===== src/rtl/sar_seq_pkg.sv =====
package sar_seq_pkg;

    typedef enum logic [1:0] {
        PH_IDLE  = 2'd0,
        PH_ACQ   = 2'd1,
        PH_TRIAL = 2'd2,
        PH_LATCH = 2'd3
    } phase_e;

    // One-cycle strobes from the controller to the datapath
    typedef struct packed {
        logic tmr_load;
        logic tr_clear;
        logic tr_first;
        logic tr_decide;
        logic tr_latch;
    } step_cmd_t;

    // Lowest bit index that receives a trial
    function automatic int unsigned stop_index(input logic short_cyc,
                                               input int unsigned width,
                                               input int unsigned short_bits);
        return short_cyc ? (width - short_bits) : 0;
    endfunction

endpackage


===== src/rtl/sar_step_timer.sv =====
module sar_step_timer #(
    parameter int unsigned CW = 4
) (
    input  logic          clk,
    input  logic          rst,
    input  logic          load,
    input  logic [CW-1:0] load_val,
    output logic          expired
);
    logic [CW-1:0] cnt_q;

    always_ff @(posedge clk) begin
        if (rst)
            cnt_q <= '0;
        else if (load)
            cnt_q <= load_val;
        else if (cnt_q != '0)
            cnt_q <= cnt_q - 1'b1;
    end

    assign expired = (cnt_q == '0);
endmodule


===== src/rtl/sar_trial_reg.sv =====
module sar_trial_reg
    import sar_seq_pkg::*;
#(
    parameter int unsigned W  = 12,
    parameter int unsigned SB = 8
) (
    input  logic         clk,
    input  logic         rst,
    input  step_cmd_t    cmd,
    input  logic         cmp_i,
    input  logic         short_i,
    output logic [W-1:0] trial_o,
    output logic [W-1:0] result_o,
    output logic         last_o
);
    localparam int unsigned IW = (W > 1) ? $clog2(W) : 1;

    logic [W-1:0]  trial_q, result_q, kept, keep_mask;
    logic [IW-1:0] idx_q, stop_idx;

    assign stop_idx = IW'(stop_index(short_i, W, SB));
    assign last_o   = (idx_q == stop_idx);

    generate
        for (genvar b = 0; b < W; b++) begin : g_mask
            if (b < W - SB) begin : g_low
                assign keep_mask[b] = ~short_i;
            end else begin : g_high
                assign keep_mask[b] = 1'b1;
            end
        end
    endgenerate

    always_comb begin
        kept = trial_q;
        if (!cmp_i)
            kept[idx_q] = 1'b0;
    end

    always_ff @(posedge clk) begin
        if (rst) begin
            trial_q  <= '0;
            result_q <= '0;
            idx_q    <= '0;
        end else begin
            if (cmd.tr_first) begin
                trial_q <= {1'b1, {(W-1){1'b0}}};
                idx_q   <= IW'(W - 1);
            end else if (cmd.tr_clear) begin
                trial_q <= '0;
            end else if (cmd.tr_decide) begin
                if (last_o) begin
                    trial_q <= kept;
                end else begin
                    trial_q <= kept | (W'(1) << (idx_q - 1'b1));
                    idx_q   <= idx_q - 1'b1;
                end
            end
            if (cmd.tr_latch)
                result_q <= trial_q & keep_mask;
        end
    end

    assign trial_o  = trial_q;
    assign result_o = result_q;
endmodule


===== src/rtl/sar_seq_ctrl.sv =====
module sar_seq_ctrl
    import sar_seq_pkg::*;
#(
    parameter int unsigned TRIAL_CYC = 4,
    parameter int unsigned ACQ_CYC   = 28,
    parameter int unsigned CW        = 5
) (
    input  logic          clk,
    input  logic          rst,
    input  logic          start_i,
    input  logic          short_i,
    input  logic          delayed_i,
    input  logic          tmr_done,
    input  logic          last_bit,
    output step_cmd_t     cmd,
    output logic [CW-1:0] tmr_val,
    output logic          short_o,
    output logic          busy_o,
    output logic          hold_o
);
    phase_e phase_q, phase_d;
    logic   busy_q, hold_q, short_q;

    always_comb begin
        cmd     = '0;
        tmr_val = CW'(TRIAL_CYC - 1);
        phase_d = phase_q;
        unique case (phase_q)
            PH_IDLE: if (start_i) begin
                cmd.tmr_load = 1'b1;
                if (delayed_i) begin
                    cmd.tr_clear = 1'b1;
                    tmr_val      = CW'(ACQ_CYC - 1);
                    phase_d      = PH_ACQ;
                end else begin
                    cmd.tr_first = 1'b1;
                    phase_d      = PH_TRIAL;
                end
            end
            PH_ACQ: if (tmr_done) begin
                cmd.tmr_load = 1'b1;
                cmd.tr_first = 1'b1;
                phase_d      = PH_TRIAL;
            end
            PH_TRIAL: if (tmr_done) begin
                cmd.tr_decide = 1'b1;
                if (last_bit)
                    phase_d = PH_LATCH;
                else
                    cmd.tmr_load = 1'b1;
            end
            PH_LATCH: begin
                cmd.tr_latch = 1'b1;
                phase_d      = PH_IDLE;
            end
            default: phase_d = PH_IDLE;
        endcase
    end

    always_ff @(posedge clk) begin
        if (rst) begin
            phase_q <= PH_IDLE;
            busy_q  <= 1'b0;
            hold_q  <= 1'b0;
            short_q <= 1'b0;
        end else begin
            phase_q <= phase_d;
            if (phase_q == PH_IDLE && start_i) begin
                busy_q  <= 1'b1;
                short_q <= short_i;
            end
            if (cmd.tr_latch)
                busy_q <= 1'b0;
            if (cmd.tr_first)
                hold_q <= 1'b1;
            else if (cmd.tr_decide && last_bit)
                hold_q <= 1'b0;
        end
    end

    assign short_o = short_q;
    assign busy_o  = busy_q;
    assign hold_o  = hold_q;
endmodule


===== src/rtl/sar_conv_seq.sv =====
module sar_conv_seq
    import sar_seq_pkg::*;
#(
    parameter int unsigned W         = 12,
    parameter int unsigned SB        = 8,
    parameter int unsigned TRIAL_CYC = 4,
    parameter int unsigned ACQ_CYC   = 28
) (
    input  logic         clk,
    input  logic         rst,
    input  logic         start_i,
    input  logic         short_i,
    input  logic         delayed_i,
    input  logic         cmp_i,
    output logic [W-1:0] trial_o,
    output logic [W-1:0] result_o,
    output logic         busy_o,
    output logic         hold_o
);
    localparam int unsigned MAXLD = (ACQ_CYC > TRIAL_CYC) ? ACQ_CYC : TRIAL_CYC;
    localparam int unsigned CW    = $clog2(MAXLD + 1);

    step_cmd_t     cmd;
    logic [CW-1:0] tmr_val;
    logic          tmr_done, last_bit, short_lat;

    sar_seq_ctrl #(.TRIAL_CYC(TRIAL_CYC), .ACQ_CYC(ACQ_CYC), .CW(CW)) u_ctrl (
        .clk(clk), .rst(rst), .start_i(start_i), .short_i(short_i),
        .delayed_i(delayed_i), .tmr_done(tmr_done), .last_bit(last_bit),
        .cmd(cmd), .tmr_val(tmr_val), .short_o(short_lat),
        .busy_o(busy_o), .hold_o(hold_o)
    );

    sar_step_timer #(.CW(CW)) u_timer (
        .clk(clk), .rst(rst), .load(cmd.tmr_load), .load_val(tmr_val),
        .expired(tmr_done)
    );

    sar_trial_reg #(.W(W), .SB(SB)) u_trial (
        .clk(clk), .rst(rst), .cmd(cmd), .cmp_i(cmp_i), .short_i(short_lat),
        .trial_o(trial_o), .result_o(result_o), .last_o(last_bit)
    );
endmodule


===== config.mk =====
export PLATFORM = sky130hd
export DESIGN_NAME = sar_conv_seq
export DESIGN_NICKNAME = d
export VERILOG_FILES = /design/src/rtl/sar_seq_pkg.sv /design/src/rtl/sar_step_timer.sv /design/src/rtl/sar_trial_reg.sv /design/src/rtl/sar_seq_ctrl.sv /design/src/rtl/sar_conv_seq.sv
export SDC_FILE = /design/constraint.sdc
export NUM_CORES = 1
export LEC_CHECK = 0
export ABC_AREA = 1
export CAP_MARGIN = 25
export CELL_PAD_IN_SITES_DETAIL_PLACEMENT = 1
export CELL_PAD_IN_SITES_GLOBAL_PLACEMENT = 2
export CORE_UTILIZATION = 30
export DETAILED_ROUTE_END_ITERATION = 6
export MAX_ROUTING_LAYER = met4
export PLACE_DENSITY = 0.86
export REMOVE_ABC_BUFFERS = 1
export SLEW_MARGIN = 10
export SYNTH_ARGS = -nofsm -noshare
export SYNTH_HDL_FRONTEND = slang
export SYNTH_SLANG_ARGS = --single-unit

===== constraint.sdc =====
create_clock -name clk -period 1.7 [get_ports clk]
set_input_delay 0.34 -clock clk [delete_from_list [all_inputs] [get_ports clk]]
set_output_delay 0.34 -clock clk [all_outputs]
set_load 0.01 [all_outputs]

* Word level (Yosys, flattened, before mapping) *
Cells that the tools add are included.

storage, ports and cells
  register bits = 38
  output and inout port bits = 26
  logic and storage cells = 84

cells by class
  add/subtract/negate cells = 2
  order comparisons = 2
  eq/ne operators = 10
  shift operators = 1
  multiplexer cells = 36
  bitwise gates (word level) = 7
  reductions and logical operators = 16

operators with widths
  cell                  number
  $mux 12               5
  $mux 5                5
  $and 12x12->12        2
  $mux 4                4
  $not 12->12           1
  $or 12x12->12         1
  $shl 1x4->12 const A  1
  $mux 1                11
  $mux 2                5
  $ne 2x2->1 const B    5
  $pmux 2 s4            1
  $mux 3                2
  $reduce_and 3->1      2
  $reduce_bool 2->1     3
  $logic_not 5->1       1
  $lt 4x5->1 const B    1
  $reduce_bool 5->1     1
  $sub 5x1->5 const B   1
  $demux 1 s4           1
  $eq 2x2->1 const B    2
  $eq 4x4->1            1
  $ge 4x1->1 const B    1
  $reduce_and 4->1      1
  $reduce_or 2->1       2
  10 further kinds      14

* Logic depth before layout (Yosys ltp) *
Gate-level depths: netlist of run 1.

  depth in word-level cells = 12
  mapped depth = 12
  mapped depth without buffers = 12

* Hierarchy *
From an unflattened synthesis of run 1, not the netlist that was laid out.

second synthesis, totals
  cells, all modules = 275
  area, all modules = 1900.6 µm²

by module, submodules not included
  module          times used  cells an instance  area each (µm²)  seq. area each (µm²)
  sar_trial_reg   1           171                1214.9           560.5
  sar_seq_ctrl    1           62                 395.4            100.1
  sar_step_timer  1           42                 290.3            100.1

* Worst setup path before layout of run 1 *
Ideal clock, no wire load.

  path kind = register -> register
  from = register u_ctrl.phase_q[0]
  to = register u_ctrl.phase_q[0]
  library setup time = 120 ps
  arrival = 1345 ps
  data required time = 1580 ps
  path slack = 235 ps
  cell stages (with the launch flop) = 8
  path through = dfxtp_1 > inv_1 > ha_1 > or2_2 > a21oi_1 > nand2_1 > o21ai_0 > a21oi_1

between the ends
  cells in the longest elaborated chain, start to end = 3
  elaborated cells on any way between the ends = 10

ends and longest elaborated chain
  what                                                              line                text
  start, declared                                                   sar_seq_ctrl.sv:21  phase_e phase_q, phase_d;
  start signal, assigned                                            sar_seq_ctrl.sv:67  phase_q <= phase_d;
  $eq 2x2->1 (tied with other cells)                                sar_seq_ctrl.sv:28  unique case (phase_q)
  $ne 2x1->1 (no source line) / $ne 2x2->1 (equally long branches)  --
  $reduce_and 4->1 (no source line)                                 --

Several ways; a longest one is shown, not always the timed one.
A chain may end at the register's enable or synchronous reset.

* Worst setup path after layout of run 1 *
Same ends and word-level chain as after synthesis.

==> metrics, run 1 <==
CP most frequent cell=a21oi_1; #FFs+latches synth=38; Skew-Pair Late Insertion Delay=0.30 ns; worst slew pin tran=0.450 ns; maximum vdd ir drop=594 µV; distinct cell type count after synthesis=31; Worst Path Required=1.88 ns; maxcap violations=0; Internal=2340 µW; Critical Path Start Type=flop; # setup viols final=0; GRT met3 Usage=0.0322; Min-Delay Path Class=reg -> reg; Power Density=1520 mW/mm²; DR vias=1,754; CTS root buf=clkbuf_8; detailed-route wire length=5230 µm; wire per inst=14.1 µm; Top Usage Layer GRT=met2; Ant. Diodes=0; Buf+Inv Stages, Crit Path=1; Leak=0.00109 µW; DR DRC count=0; Post-DP Area=0.00239 mm²; met2 GRT Util=0.279; Total Routing Usage GR=0.173; Cell Area, Synth=0.00191 mm²; Hold-fix buffers, CTS=0; Cell Rows=28; initial DRC count=38; hold slack=0.469 ns; Die ar.=0.00670 mm²; fmax=0.620 GHz; Post-synth top cells=39 x nand2_1, 38 x dfxtp_1, 30 x nor2_1, 27 x inv_1, 22 x o21ai_0; Final Instance Area=0.00254 mm²; number of global-route vias before repair=1,719; CP max stage cell=dfxtp_1; cell-by-cell trace of the critical path=inv_1 -> ha_2 -> or2_2 -> a21oi_1 -> nand2_1 -> o21ai_1 -> a21oi_1; GP Congestion=0.861; top post-synthesis cells by area=dfxtp_1 40%, nand2_1 7.7%, nor2_1 5.9%; Clk pwr share=0.248; port buffer count=31; skew final=0.00662 ns; die width=81.8 µm; worst-path fanout max=4; Remaining Overflow, GRT=0; Net Sw Frac=0.393; family with the most delay on the worst path=simple AND/OR/NAND/NOR gates; NumNets Final=309; CTS buffer count=5; sw power=1520 µW; WS Path Type=reg -> reg; Area growth, synth to finish=33.1%; combinational power share=0.439; CTS tree=yes; most common cell in the netlist=nand2_1; Post-synth EDFFs=0; critical path arrival=1.80 ns; initial antenna violation count=0; fin. max-slew vios=0; Util after Layout=0.422; DP HPWL=3970 µm; Post-synth top flop=dfxtp_1; sequential fraction of the synthesis area=0.398; clk sinks=38; Fill cells=753; Final Critical Period=1.61 ns; vias per cell=4.72; Final Hold Vio Count=0; outcome=complete, no violations; Die H=81.8 µm; first-pass GRT wire length=8250 µm; share of post-route cells with drive strength above 1=0.172; Ys Warns=0; CTS H-tree depth=2; Synth area leader=dfxtp_1; Reg clk slew, reported paths=0.08 ns; Post-synth ARST share=0; syn avg cell area=7.62 µm²; CP peak stage delay=0.38 ns; largest net degree at the start of global routing=13; Initial Util=0.317; proportion of netlist area held by the largest area contributor=0.398; CP Capture Type=flop; TritonRoute pass-1 iters=4; headroom to the max-slew limit=0.699; DRT antenna net count=0; M1 GR Usage=0.212; Core ar.=0.00603 mm²; cells after synthesis=251; num ports=32; final cycle utilization of the critical path=0.949; Reg power frac=0.313; clk buf depth=2
-- sequential cells by signal (all words and copies together) (netlist names) --
| signal | count |
|---|---|
| u_timer.cnt_q | 5 |
| u_ctrl.short_o | 1 |
| u_trial.idx_q | 4 |
| u_trial.trial_o | 12 |
| u_ctrl.phase_q | 2 |
| u_trial.result_o | 12 |
| u_ctrl.busy_o | 1 |
| u_ctrl.hold_o | 1 |
-- final timing paths --
| path | startpoint | endpoint | slack [ns] | depth (start not counted) |
|---|---|---|---|---|
| hold reg to reg | u_trial.result_o[1] | u_trial.result_o[1] | 0.47 | 1 |
| hold / removal | u_trial.result_o[1] | u_trial.result_o[1] | 0.47 | 1 |
| setup / recovery | u_ctrl.phase_q[0] | u_ctrl.phase_q[0] | 0.09 | 7 |
| setup reg to reg | u_ctrl.phase_q[0] | u_ctrl.phase_q[0] | 0.09 | 7 |
-- through the flow --
stage	total power, µW	cells	setup TNS, ns	setup slack, ns
6_report	3860	372	0	0.0871
5_1_grt	4130	372	-0.0321	-0.0288
4_1_cts	3900	372	0	0.000503
3_5_place_dp	2910	364	-0.0750	-0.0145
3_3_place_gp	2870	364	0	0.00750
2_1_floorplan	2350	246	0	0.235
-- power by group through the flow --
stage / Combinational [µW] / Clock (µW) / Sequential, µW
4_1_cts: 1710 / 984 / 1210
3_3_place_gp: 1660 / 0 / 1220
2_1_floorplan: 1130 / 0 / 1220
3_5_place_dp: 1680 / 0 / 1230
6_report: 1690 / 958 / 1210
5_1_grt: 1880 / 1020 / 1230
-- layout make-up --
cell class / instances / area, µm² / share of cell area
well taps: 75 / 93.8 / 0.0369
clock inverters: 2 / 60.1 / 0.0236
multi-input cells: 177 / 1000 / 0.393
flip-flops and latches: 38 / 761 / 0.299
repair buffers: 43 / 425 / 0.167
inverters: 31 / 121 / 0.0477
clock buffers: 6 / 82.6 / 0.0324
-- cell families after synthesis --
logic type               Yosys count  share of synthesized area
AO/OA/AOI/OAI                     53                      0.158
XOR/XNOR                           4                     0.0183
flip-flops                        38                      0.398
adder cells (fa/ha/maj)            7                     0.0458
buffers and inverters             36                     0.0825
AND/OR/NAND/NOR                  113                      0.298
-- layout by cell type, fill, tap and decap left out, types with 6 or more instances in the layout --
cell type / instances
a21oi_1: 21
nand3_1: 16
ha_1: 6
buf_4: 10
dfxtp_1: 38
o21ai_0: 19
inv_1: 27
nand2_1: 39
nand2_2: 6
nor2_1: 30
clkbuf_8: 6
clkdlybuf4s50_1: 31
-- metal layers --
metal | part of all wire | up-vias
met5 | 0 | -
met4 | 0.021 | 0
met3 | 0.029 | 8
met2 | 0.46 | 28
met1 | 0.49 | 808
li1 | - | 910
-- repair_timing --
item	CTS	global route
cloned	0	0
setup endpoints to repair	1	7
gates resized for setup	1	4
buffers inserted	0	0
Note: power is estimated with default switching activity, not from simulation.
==> inputs of run 2 (changes only) <==
- CELL_PAD_IN_SITES_GLOBAL_PLACEMENT: 2 -> 1
- CORE_UTILIZATION: 30 -> 38
- PLACE_DENSITY: 0.86 -> 0.85
==> run 2 against run 1 <==
Routed wire length rose by 5.1%. Cell count decreased by 1.6%. Cell area shrank 0.15%. Global-route usage is 5.9 points higher. Via count up 4.0%. Sequential cell count is the same. Combinational power rose by 3%. Sequential share of layout area rose by 0.093 points. Fmax is 2.2% lower. Utilization up 11 points.
==> metrics, run 2 (synthesized netlist as in run 1, its figures left out) <==
outcome=complete, no violations; Total Routing Usage GR=0.232; DRT antenna net count=0; detailed-route wire length=5500 µm; wire per inst=15.0 µm; Setup TNS=0 ns; Reg clk slew, reported paths=0.08 ns; skew final=0.00586 ns; R2R Path Start=u_timer.cnt_q[1]; Die ar.=0.00532 mm²; fin worst setup slack=0.0516 ns; Tot Pwr=3920 µW; DP HPWL=3950 µm; CTS tree=yes; RSZ-0062 raised after global routing=true; fin. max-slew vios=0; worst-path fanout max=5; Die H=72.9 µm; share of post-route cells with drive strength above 1=0.181; fmax=0.607 GHz; Core ar.=0.00479 mm²; final cycle utilization of the critical path=0.970; CTS H-tree depth=2; worst slew pin tran=0.479 ns; Final Hold Vio Count=0; num ports=32; Cell Rows=25; TritonRoute pass-1 iters=4; maxcap violations=0; vias per cell=4.99; Final Critical Period=1.65 ns; Skew-Pair Late Insertion Delay=0.29 ns; area of the multi-input gates=0.00100 mm²; Worst Path Required=1.88 ns; clk buf depth=2; DR DRC count=0; commonest non-fill, non-tap cell in the layout=nand2_1; CTS root buf=clkbuf_8; hold slack=0.464 ns; Power Density=1540 mW/mm²; CTS buffer count=5; maximum vdd ir drop=755 µV; port buffer count=31; GP Congestion=0.898; clk sinks=38; headroom to the max-slew limit=0.680; register area=762 µm²; pre-CTS setup slack=0.00936 ns; initial antenna violation count=0; first-pass GRT wire length=9080 µm; CP startpoint=u_timer.cnt_q[1]; CP Capture Type=flop; Worst Hold Launch=u_trial.result_o[0]; number of global-route vias before repair=1,858; largest net degree at the start of global routing=13; Fill cells=589; Area growth, synth to finish=32.9%; NumNets Final=311; DR vias=1,825; Critical Path Start Type=flop; most frequent cells in the layout=39 x nand2_1, 37 x dfxtp_1, 31 x clkdlybuf4s50_1; Initial Util=0.399; # setup viols final=0; Remaining Overflow, GRT=0; initial DRC count=141; die width=72.9 µm; Ant. Diodes=0; WS Path Type=reg -> reg; critical path arrival=1.83 ns; Min-Delay Path Class=reg -> reg; Leak=0.00109 µW; Util after Layout=0.531
-- run 2: changes by cell type in the layout (fill, tap and decap cells not counted), sizes merged --
cell / before / now
buf: 12 / 14
-- run 2: layout make-up --
class                           count  area share
Clock buffer                        6      0.0325
Inverter                           31      0.0478
Multi-Input combinational cell    177       0.395
Tap cell                           67      0.0330
Timing Repair Buffer               45       0.168
Sequential cell                    38       0.300
Clock inverter                      2      0.0236
-- run 2: what timing repair did --
| action | 4_1_cts | 5_1_grt |
|---|---|---|
| setup buffers | 0 | 2 |
| gates resized for setup | 0 | 6 |
| hold buffers | 0 | 0 |
| setup endpoints to repair | 0 | 10 |
-- run 2: metrics by stage --
step           std cells  cell area [µm²]
6_report             366             2540
5_1_grt              366             2540
4_1_cts              364             2510
3_5_place_dp         356             2370
3_3_place_gp         356             2370
2_1_floorplan        246             1880
-- run 2: worst paths after layout --
kind	to	slack (ns)	depth (start not counted)
worst max-delay path	u_trial.idx_q[1]	0.05	9
worst min-delay path	u_trial.result_o[0]	0.46	1
worst max register to register	u_trial.idx_q[1]	0.05	9
worst min register to register	u_trial.result_o[0]	0.46	1
-- run 2: layer usage --
layer	GRT usage	wire length (µm)	part of all wire
met2	0.366	2680	0.49
met5	-	0	0
met1	0.295	2550	0.46
met4	0.0871	54	0.0098
met3	0.0456	212	0.039
-- run 2: where the power goes --
part	total [µW]	internal (µW)	switching, µW
clock network	971	626	345
registers	1210	1050	157
logic	1740	667	1070
-- run 2: worst max-delay path, cell delays in order, from the launching register on --
cell and delay [ns]:
dfxtp_1 0.33, inv_1 0.07, ha_1 0.13, inv_1 0.07, nor2_4 0.13, nand3_4 0.17
nor2_4 0.22, nand2_2 0.12, nor3_1 0.20, nor2_1 0.09
==> inputs of run 3 (changes only) <==
- SLEW_MARGIN: 10 -> not set
==> results of run 3 <==
The final DEF is identical to that of run 2; final timing and power are the same.
